===== config.mk =====
export PLATFORM = sky130hd
export DESIGN_NAME = cc_violation_decoder
export DESIGN_NICKNAME = d
export VERILOG_FILES = /design/src/rtl/ccd_pkg.sv /design/src/rtl/ccd_rst_sync.sv /design/src/rtl/ccd_ami_tracker.sv /design/src/rtl/ccd_los_monitor.sv /design/src/rtl/ccd_frame_aligner.sv /design/src/rtl/cc_violation_decoder.sv
export SDC_FILE = /design/constraint.sdc
export NUM_CORES = 1
export LEC_CHECK = 0
export BUFFER_PORTS_ARGS = -buffer_cell sky130_fd_sc_hd__buf_4
export CORE_MARGIN = 2
export CORE_UTILIZATION = 40
export CTS_BUF_LIST = sky130_fd_sc_hd__clkbuf_4 sky130_fd_sc_hd__clkbuf_8
export DETAILED_ROUTE_END_ITERATION = 10
export GPL_TIMING_DRIVEN = 0
export PLACE_DENSITY = 0.59
export SLEW_MARGIN = 20
export SYNTH_ARGS = -nofsm -noshare
export SYNTH_HDL_FRONTEND = slang
export SYNTH_SLANG_ARGS = --single-unit

===== constraint.sdc =====
create_clock -name clk -period 1.6 [get_ports clk]
set_clock_uncertainty 0.1 [all_clocks]
set_input_delay 0.16 -clock clk [delete_from_list [all_inputs] [get_ports clk]]
set_output_delay 0.16 -clock clk [all_outputs]
set_load 0.1 [all_outputs]

===== src/rtl/ccd_pkg.sv =====
package ccd_pkg;

  localparam logic [2:0] MODE_BASIC = 3'b000;
  localparam logic [2:0] MODE_SUPER = 3'b001;

  typedef struct packed {
    logic tick;
    logic mark;
    logic pol;
    logic viol;
  } sym_t;

  function automatic logic mode_valid(input logic [2:0] m);
    return (m == MODE_BASIC) || (m == MODE_SUPER);
  endfunction

endpackage


===== src/rtl/ccd_rst_sync.sv =====
module ccd_rst_sync #(
  parameter int STAGES = 2
) (
  input  logic clk,
  input  logic rst_n,
  output logic rst_n_sync
);
  logic [STAGES-1:0] sh_q;

  always_ff @(posedge clk or negedge rst_n) begin
    if (!rst_n) sh_q <= '0;
    else        sh_q <= {sh_q[STAGES-2:0], 1'b1};
  end

  assign rst_n_sync = sh_q[STAGES-1];
endmodule


===== src/rtl/ccd_ami_tracker.sv =====
module ccd_ami_tracker
  import ccd_pkg::*;
(
  input  logic clk,
  input  logic rst_n,
  input  logic en,
  input  logic tick,
  input  logic pos,
  input  logic neg,
  output sym_t sym
);
  logic last_pol_q, last_pol_d;
  logic seen_q, seen_d;
  logic mark;

  assign mark = en && tick && (pos ^ neg);

  always_comb begin
    sym.tick = en && tick;
    sym.mark = mark;
    sym.pol  = pos;
    sym.viol = mark && seen_q && (pos == last_pol_q);
  end

  always_comb begin
    last_pol_d = last_pol_q;
    seen_d     = seen_q;
    if (!en) begin
      last_pol_d = 1'b0;
      seen_d     = 1'b0;
    end else if (mark) begin
      last_pol_d = pos;
      seen_d     = 1'b1;
    end
  end

  always_ff @(posedge clk or negedge rst_n) begin
    if (!rst_n) begin
      last_pol_q <= 1'b0;
      seen_q     <= 1'b0;
    end else begin
      last_pol_q <= last_pol_d;
      seen_q     <= seen_d;
    end
  end
endmodule


===== src/rtl/ccd_los_monitor.sv =====
module ccd_los_monitor
  import ccd_pkg::*;
#(
  parameter int LOS_N = 32
) (
  input  logic clk,
  input  logic rst_n,
  input  logic en,
  input  sym_t sym,
  output logic los
);
  localparam int CW = $clog2(LOS_N + 1);

  logic [CW-1:0] cnt_q, cnt_d;
  logic          los_q, los_d;

  always_comb begin
    cnt_d = cnt_q;
    los_d = los_q;
    if (!en) begin
      cnt_d = '0;
      los_d = 1'b0;
    end else if (sym.tick) begin
      if (sym.mark) begin
        cnt_d = '0;
        los_d = 1'b0;
      end else begin
        if (cnt_q != CW'(LOS_N)) cnt_d = cnt_q + 1'b1;
        los_d = (cnt_d == CW'(LOS_N));
      end
    end
  end

  always_ff @(posedge clk or negedge rst_n) begin
    if (!rst_n) begin
      cnt_q <= '0;
      los_q <= 1'b0;
    end else begin
      cnt_q <= cnt_d;
      los_q <= los_d;
    end
  end

  assign los = los_q;
endmodule


===== src/rtl/ccd_frame_aligner.sv =====
module ccd_frame_aligner
  import ccd_pkg::*;
#(
  parameter int BPF    = 8,
  parameter int FPS    = 20,
  parameter int ACQ_N  = 4,
  parameter int MISS_N = 3
) (
  input  logic clk,
  input  logic rst_n,
  input  logic en,
  input  logic super_en,
  input  sym_t sym,
  output logic frame_lock,
  output logic sframe_lock,
  output logic frame_sync,
  output logic sframe_sync
);
  localparam int PW = $clog2(BPF);
  localparam int FW = $clog2(FPS);
  localparam int GW = $clog2(ACQ_N + 1);
  localparam int MW = $clog2(MISS_N + 1);

  logic [PW-1:0] phase_q, phase_d;
  logic [FW-1:0] fidx_q, fidx_d;
  logic [GW-1:0] good_q, good_d;
  logic [MW-1:0] miss_q, miss_d;
  logic          anch_q, anch_d;
  logic          lock_q, lock_d;
  logic          armed_q, armed_d;
  logic          slock_q, slock_d;
  logic          fs_q, fs_d;
  logic          ss_q, ss_d;

  logic          due;
  logic          fidx_last;
  logic          sched_gap;
  logic [PW-1:0] phase_inc;
  logic [FW-1:0] fidx_inc;

  assign due       = (phase_q == PW'(BPF - 1));
  assign phase_inc = due ? '0 : phase_q + 1'b1;
  assign fidx_last = (fidx_q == FW'(FPS - 1));
  assign fidx_inc  = fidx_last ? '0 : fidx_q + 1'b1;
  assign sched_gap = super_en && armed_q && fidx_last;

  always_comb begin
    phase_d = phase_q;
    fidx_d  = fidx_q;
    good_d  = good_q;
    miss_d  = miss_q;
    anch_d  = anch_q;
    lock_d  = lock_q;
    armed_d = armed_q;
    slock_d = slock_q;
    fs_d    = 1'b0;
    ss_d    = 1'b0;
    if (!en) begin
      phase_d = '0;
      fidx_d  = '0;
      good_d  = '0;
      miss_d  = '0;
      anch_d  = 1'b0;
      lock_d  = 1'b0;
      armed_d = 1'b0;
      slock_d = 1'b0;
    end else if (sym.tick) begin
      if (!lock_q) begin
        // hunting for a steady violation spacing
        if (sym.viol) begin
          phase_d = '0;
          anch_d  = 1'b1;
          if (due && anch_q) begin
            if (good_q + 1'b1 == GW'(ACQ_N)) begin
              lock_d  = 1'b1;
              fs_d    = 1'b1;
              good_d  = '0;
              miss_d  = '0;
              fidx_d  = '0;
              armed_d = 1'b0;
              slock_d = 1'b0;
            end else begin
              good_d = good_q + 1'b1;
            end
          end else begin
            good_d = '0;
          end
        end else begin
          phase_d = phase_inc;
          if (due) begin
            good_d = '0;
            anch_d = 1'b0;
          end
        end
      end else begin
        // locked: phase runs free, off-position violations ignored
        phase_d = phase_inc;
        if (due) begin
          fs_d = 1'b1;
          if (sym.viol) begin
            miss_d = '0;
            fidx_d = fidx_inc;
            if (super_en && fidx_last) begin
              armed_d = 1'b0;
              slock_d = 1'b0;
            end
          end else if (sched_gap) begin
            slock_d = 1'b1;
            ss_d    = 1'b1;
            fidx_d  = '0;
          end else begin
            if (super_en && !slock_q) begin
              armed_d = 1'b1;
              fidx_d  = '0;
            end else begin
              fidx_d = fidx_inc;
            end
            if (miss_q + 1'b1 == MW'(MISS_N)) begin
              lock_d  = 1'b0;
              fs_d    = 1'b0;
              miss_d  = '0;
              good_d  = '0;
              anch_d  = 1'b0;
              armed_d = 1'b0;
              slock_d = 1'b0;
            end else begin
              miss_d = miss_q + 1'b1;
            end
          end
        end
      end
    end
  end

  always_ff @(posedge clk or negedge rst_n) begin
    if (!rst_n) begin
      phase_q <= '0;
      fidx_q  <= '0;
      good_q  <= '0;
      miss_q  <= '0;
      anch_q  <= 1'b0;
      lock_q  <= 1'b0;
      armed_q <= 1'b0;
      slock_q <= 1'b0;
      fs_q    <= 1'b0;
      ss_q    <= 1'b0;
    end else begin
      phase_q <= phase_d;
      fidx_q  <= fidx_d;
      good_q  <= good_d;
      miss_q  <= miss_d;
      anch_q  <= anch_d;
      lock_q  <= lock_d;
      armed_q <= armed_d;
      slock_q <= slock_d;
      fs_q    <= fs_d;
      ss_q    <= ss_d;
    end
  end

  assign frame_lock  = lock_q;
  assign sframe_lock = slock_q;
  assign frame_sync  = fs_q;
  assign sframe_sync = ss_q;
endmodule


===== src/rtl/cc_violation_decoder.sv =====
module cc_violation_decoder
  import ccd_pkg::*;
#(
  parameter int BITS_PER_FRAME  = 8,
  parameter int FRAMES_PER_SUPER = 20,
  parameter int ACQUIRE_FRAMES  = 4,
  parameter int MISS_FRAMES     = 3,
  parameter int LOS_BITS        = 32,
  parameter int RST_STAGES      = 2
) (
  input  logic       clk,
  input  logic       rst_n,
  input  logic [2:0] mode_i,
  input  logic       bit_tick_i,
  input  logic       rail_pos_i,
  input  logic       rail_neg_i,
  output logic       bit_stb_o,
  output logic       data_pos_o,
  output logic       data_neg_o,
  output logic       frame_sync_o,
  output logic       sframe_sync_o,
  output logic       frame_lock_o,
  output logic       sframe_lock_o,
  output logic       los_o
);
  logic rst_n_s;
  logic en;
  logic super_en;
  sym_t sym;

  logic stb_q, stb_d;
  logic dp_q, dp_d;
  logic dn_q, dn_d;

  assign en       = mode_valid(mode_i);
  assign super_en = (mode_i == MODE_SUPER);

  ccd_rst_sync #(.STAGES(RST_STAGES)) u_rst (
    .clk        (clk),
    .rst_n      (rst_n),
    .rst_n_sync (rst_n_s)
  );

  ccd_ami_tracker u_ami (
    .clk   (clk),
    .rst_n (rst_n_s),
    .en    (en),
    .tick  (bit_tick_i),
    .pos   (rail_pos_i),
    .neg   (rail_neg_i),
    .sym   (sym)
  );

  ccd_frame_aligner #(
    .BPF    (BITS_PER_FRAME),
    .FPS    (FRAMES_PER_SUPER),
    .ACQ_N  (ACQUIRE_FRAMES),
    .MISS_N (MISS_FRAMES)
  ) u_align (
    .clk         (clk),
    .rst_n       (rst_n_s),
    .en          (en),
    .super_en    (super_en),
    .sym         (sym),
    .frame_lock  (frame_lock_o),
    .sframe_lock (sframe_lock_o),
    .frame_sync  (frame_sync_o),
    .sframe_sync (sframe_sync_o)
  );

  ccd_los_monitor #(.LOS_N(LOS_BITS)) u_los (
    .clk   (clk),
    .rst_n (rst_n_s),
    .en    (en),
    .sym   (sym),
    .los   (los_o)
  );

  always_comb begin
    stb_d = sym.tick;
    dp_d  = sym.mark && sym.pol;
    dn_d  = sym.mark && !sym.pol;
  end

  always_ff @(posedge clk or negedge rst_n_s) begin
    if (!rst_n_s) begin
      stb_q <= 1'b0;
      dp_q  <= 1'b0;
      dn_q  <= 1'b0;
    end else begin
      stb_q <= stb_d;
      dp_q  <= dp_d;
      dn_q  <= dn_d;
    end
  end

  assign bit_stb_o  = stb_q;
  assign data_pos_o = dp_q;
  assign data_neg_o = dn_q;
endmodule


==> metrics.log <==
INFO  metric fmaxAchievable = approximately 520 MHz
INFO  metric floorplan.die.width = approximately 72 µm
INFO  metric syn_area = between 0.0015 and 0.002 mm²
INFO  metric route.vias.total = 1660
INFO  metric placementRows = 24
INFO  metric synth_ff_type = sky130_fd_sc_hd__dfrtp_1
INFO  metric starting_density_of_the_core = a little over two fifths
INFO  metric core-area = 0.00441 mm²
INFO  metric timing.final.max_slew_violations = 0
INFO  metric critPathCaptureType = register
INFO  metric holdPathStages = 2
INFO  metric internal-power = between 1 and 1.5 mW
INFO  metric power_switching_share = roughly 26%
INFO  metric pwr_cell_area = between 700 and 800 mW/mm²
INFO  metric grt_start_max_net_pins = 32
INFO  metric r2r_depth = 6
INFO  metric routed_wire_length_per_instance = 16.1 µm
INFO  metric finalHoldViolCount = 0
INFO  metric synth_async_reset_ratio = 100%
INFO  metric total_number_of_h_tree_levels = 2
INFO  metric clock-root-buffer = sky130_fd_sc_hd__clkbuf_8
INFO  metric synth.net_count = roughly 210
INFO  metric setup_repair_after_global_routing_missed_its_margin = true
INFO  metric layout_min_cycle_time = 1.92 ns
INFO  metric postSynthCellCount = between 150 and 200
INFO  metric nNetsFinal = about 250
INFO  metric layout_setup_ws = -0.322 ns
INFO  metric io_buffer_count = 13
INFO  metric post_synth.cell_area_avg = 9.69 µm²
INFO  metric synth_top_area_cell = sky130_fd_sc_hd__dfrtp_1
INFO  metric final_antenna_net_count = 0
INFO  metric vias_per_cell = about 5.8
INFO  metric detail_route.wirelength = approximately 4600 µm
INFO  metric timing_worst_setup_path_type = register to register
INFO  metric layout_stage_area_growth_over_the_synthesis_result = 30.0%
INFO  metric switchingPower = between 0.4 and 0.5 mW
INFO  metric critPathLaunchType = register
INFO  metric violations = setup timing
INFO  metric grtUsageTotal = around a fifth
INFO  metric final_layout_size_suffix_gt1_share = between 30% and 40%
INFO  metric tritoncts_num_sinks = 33
INFO  metric clock_tree_from_tritoncts = done
INFO  metric synth_cell_type_count = 50
INFO  metric timing.final.crit_share = 120%
INFO  metric edff_count_synth = 0
INFO  metric synth_top_area_share = 44.4%
INFO  metric drv.max_cap_violation_count = 0
INFO  metric cts_buffers = 5
INFO  metric clock_latency_on_the_worst_skew_pair = roughly 0.29 ns
INFO  metric status = finished with violations
INFO  metric diodes = 0
INFO  metric maximum_vdd_ir_drop = ~0.40 mV
INFO  metric timing.critical_path.arrival = roughly 2.0 ns
INFO  metric power_leakage = roughly 1.1 nW
INFO  metric ys_warn_count = 0
INFO  metric worstHoldPathType = input pin to register
INFO  metric floorplan.die_area = approximately 0.0052 mm²
INFO  metric place_ws = -0.379 ns
INFO  metric clk_path_buf_depth = 2
INFO  metric synth-seq-cells = 33
INFO  metric die_height = 72.2 µm
INFO  metric initial_antenna_violation_count = 0
INFO  metric first_global_vias = ~1700
INFO  metric critical_path_required = about 1.7 ns
INFO  metric dr.first_iter.drc_count = 76
INFO  metric yosysSeqAreaShare = ~44%
INFO  metric worstMarginPinSlew = about 0.69 ns
INFO  metric max_slew_margin = 53.9%
INFO  metric globalRoute.totalOverflow = 0
INFO  metric grt_first_pass_wirelength = 7910 µm
INFO  metric io_pins = 16
INFO  metric cts.reportedPaths.clkPinSlew = 0.07 ns
INFO  metric final_wtd_congestion = roughly 0.88
INFO  metric power.share.clock = 39.9%
INFO  metric p_comb_share = about a tenth
INFO  metric hold-worst-slack = 0.0271 ns
INFO  metric synth.area.top_cells = sky130_fd_sc_hd__dfrtp_1 44%, sky130_fd_sc_hd__ha_1 4.7%, sky130_fd_sc_hd__nand3_1 4.3%
INFO  metric critical_path_peak_fanout = 5
INFO  metric drcViolationCount = 0
INFO  metric drt_pass1_iterations = 4
INFO  metric timing.final.setup_violations = 15
INFO  metric hpwl = 3060 µm
INFO  metric fraction_of_power_consumed_by_sequential_logic = between 40% and 50%
-- worst paths after layout --
| path | from | endpoint | slack [ns] |
|---|---|---|---|
| worst max-delay path | u_align.good_q[0] | u_align.fidx_q[4] | -0.32 |
| worst min-delay path | rail_neg_i | u_ami.last_pol_q | 0.03 |
| worst max register to register | u_align.good_q[0] | u_align.fidx_q[4] | -0.32 |
| worst min register to register | u_rst.sh_q[1] | u_los.cnt_q[1] | 0.22 |
| max in group asynchronous | u_rst.sh_q[1] | u_align.frame_lock | 0.67 |
| min in group asynchronous | rst_n | u_rst.sh_q[1] | 0.08 |
-- repair_timing --
| action | in CTS | in global routing |
|---|---|---|
| resized for setup | 13 | 14 |
| pin swaps | 14 | 9 |
| endpoints found under the setup margin | 18 | 19 |
| hold buffers | 2 | 0 |
| buffers inserted | 14 | 5 |
| endpoints found under the hold margin | 3 | 0 |
-- logic make-up (layout without fill, tap and decap cells) --
kind of cell | count (synthesis) | in the layout | synth area share [%]
simple gates | 82 | 82 | 24.5
flops | 33 | 33 | 44.4
mux | 4 | 4 | 2.22
other cells | 1 | 1 | 0.202
compound gates | 49 | 49 | 19.1
buf+inv | 10 | 52 | 2.08
xor+xnor | 6 | 6 | 2.82
fa+ha+maj | 7 | 7 | 4.71
-- per-layer routing --
layer / share of wire (%) / wire length (µm) / global-route usage [%] / vias up
li1: - / - / - / 785
met1: 44 / 2040 / 23.6 / 831
met2: 51 / 2340 / 33.7 / 35
met3: 3.1 / 144 / 4.31 / 9
met4: 1.6 / 72 / 7.97 / 0
met5: 0 / 0 / 0 / -
-- sequential cells by signal (all words and copies together) (netlist names) --
signal,count
u_los.cnt_q,6
u_align.fidx_q,5
u_align.good_q,3
u_align.phase_q,3
u_align.miss_q,2
u_rst.sh_q,2
bit_stb_o,1
data_neg_o,1
data_pos_o,1
u_align.anch_q,1
u_align.armed_q,1
u_align.frame_lock,1
u_align.frame_sync,1
u_align.sframe_lock,1
u_align.sframe_sync,1
u_ami.last_pol_q,1
u_ami.seen_q,1
u_los.los,1
-- cell usage after synthesis (all sizes together), types with 3 or more instances --
cell type,number
nand2b,5
a21oi,10
xor2,5
nand4,3
nor3b,3
inv,6
and3,4
nand3,17
a21o,3
nor3,5
and4bb,3
ha,7
nand2,11
o21ai,10
a32o,3
dfrtp,33
nor2b,3
mux2i,3
nor2,21
o211ai,4
clkbuf,3
-- worst max-delay path, cell delays in order (launching register included) --
cell	delay [ns]
sky130_fd_sc_hd__dfrtp_1	0.38
sky130_fd_sc_hd__ha_2	0.20
sky130_fd_sc_hd__xor2_1	0.19
sky130_fd_sc_hd__nand4_1	0.17
sky130_fd_sc_hd__o211a_1	0.30
sky130_fd_sc_hd__a211o_1	0.28
sky130_fd_sc_hd__a32o_1	0.20
-- power by group through the flow --
stage	clock network (mW)	registers (mW)	logic, mW
after global routing	0.764	0.872	0.202
after global placement	0	0.885	0.154
after floorplan	0	0.915	0.0769
after detailed placement	0	0.886	0.158
after CTS	0.725	0.869	0.176
final	0.700	0.868	0.186
-- cell usage in the layout, fill, tap and decap left out, types with 2 or more instances in the layout --
cell,count
sky130_fd_sc_hd__a32o_1,3
sky130_fd_sc_hd__nand3_2,4
sky130_fd_sc_hd__buf_4,31
sky130_fd_sc_hd__nand4_1,3
sky130_fd_sc_hd__mux2i_1,3
sky130_fd_sc_hd__nand2_1,10
sky130_fd_sc_hd__o21ai_0,7
sky130_fd_sc_hd__inv_1,4
sky130_fd_sc_hd__nor3_1,4
sky130_fd_sc_hd__a21oi_1,8
sky130_fd_sc_hd__clkbuf_8,7
sky130_fd_sc_hd__inv_2,2
sky130_fd_sc_hd__dfrtp_1,28
sky130_fd_sc_hd__nand2b_1,5
sky130_fd_sc_hd__o211ai_1,4
sky130_fd_sc_hd__and3_1,3
sky130_fd_sc_hd__a211o_1,2
sky130_fd_sc_hd__clkbuf_1,3
sky130_fd_sc_hd__a21oi_2,2
sky130_fd_sc_hd__nor2_2,2
sky130_fd_sc_hd__ha_4,2
sky130_fd_sc_hd__nor2b_1,3
sky130_fd_sc_hd__nor2_1,17
sky130_fd_sc_hd__nor3b_1,3
sky130_fd_sc_hd__dlygate4sd3_1,2
sky130_fd_sc_hd__dfrtp_2,4
sky130_fd_sc_hd__and4bb_2,2
sky130_fd_sc_hd__xor2_1,5
sky130_fd_sc_hd__a22o_1,2
sky130_fd_sc_hd__nor2_4,2
sky130_fd_sc_hd__nand3_1,13
sky130_fd_sc_hd__a21o_1,3
sky130_fd_sc_hd__ha_2,4
sky130_fd_sc_hd__a22oi_1,2
-- cell type report --
cell class	count	area [µm²]
timing repair buffer	34	264
sequential	33	835
tap	52	65.1
clock inverter	1	5.00
multi-input combinational	149	1110
fill	383	2000
clock buffer	7	96.3
buffer	4	16.3
inverter	6	22.5
-- through the flow --
stage | total power, mW | area [µm²] | TNS [ns] | cells | utilization, %
6_report | 1.75 | 2420 | -3.02 | 286 | 54.8
3_3_place_gp | 1.04 | 2050 | -3.27 | 257 | 46.5
3_5_place_dp | 1.04 | 2050 | -4.05 | 257 | 46.5
2_1_floorplan | 0.992 | 1890 | -1.13 | 192 | -
5_1_grt | 1.84 | 2420 | -4.55 | 286 | 54.8
4_1_cts | 1.77 | 2330 | -2.54 | 281 | 52.8
Note: power is estimated with default switching activity, not from simulation.
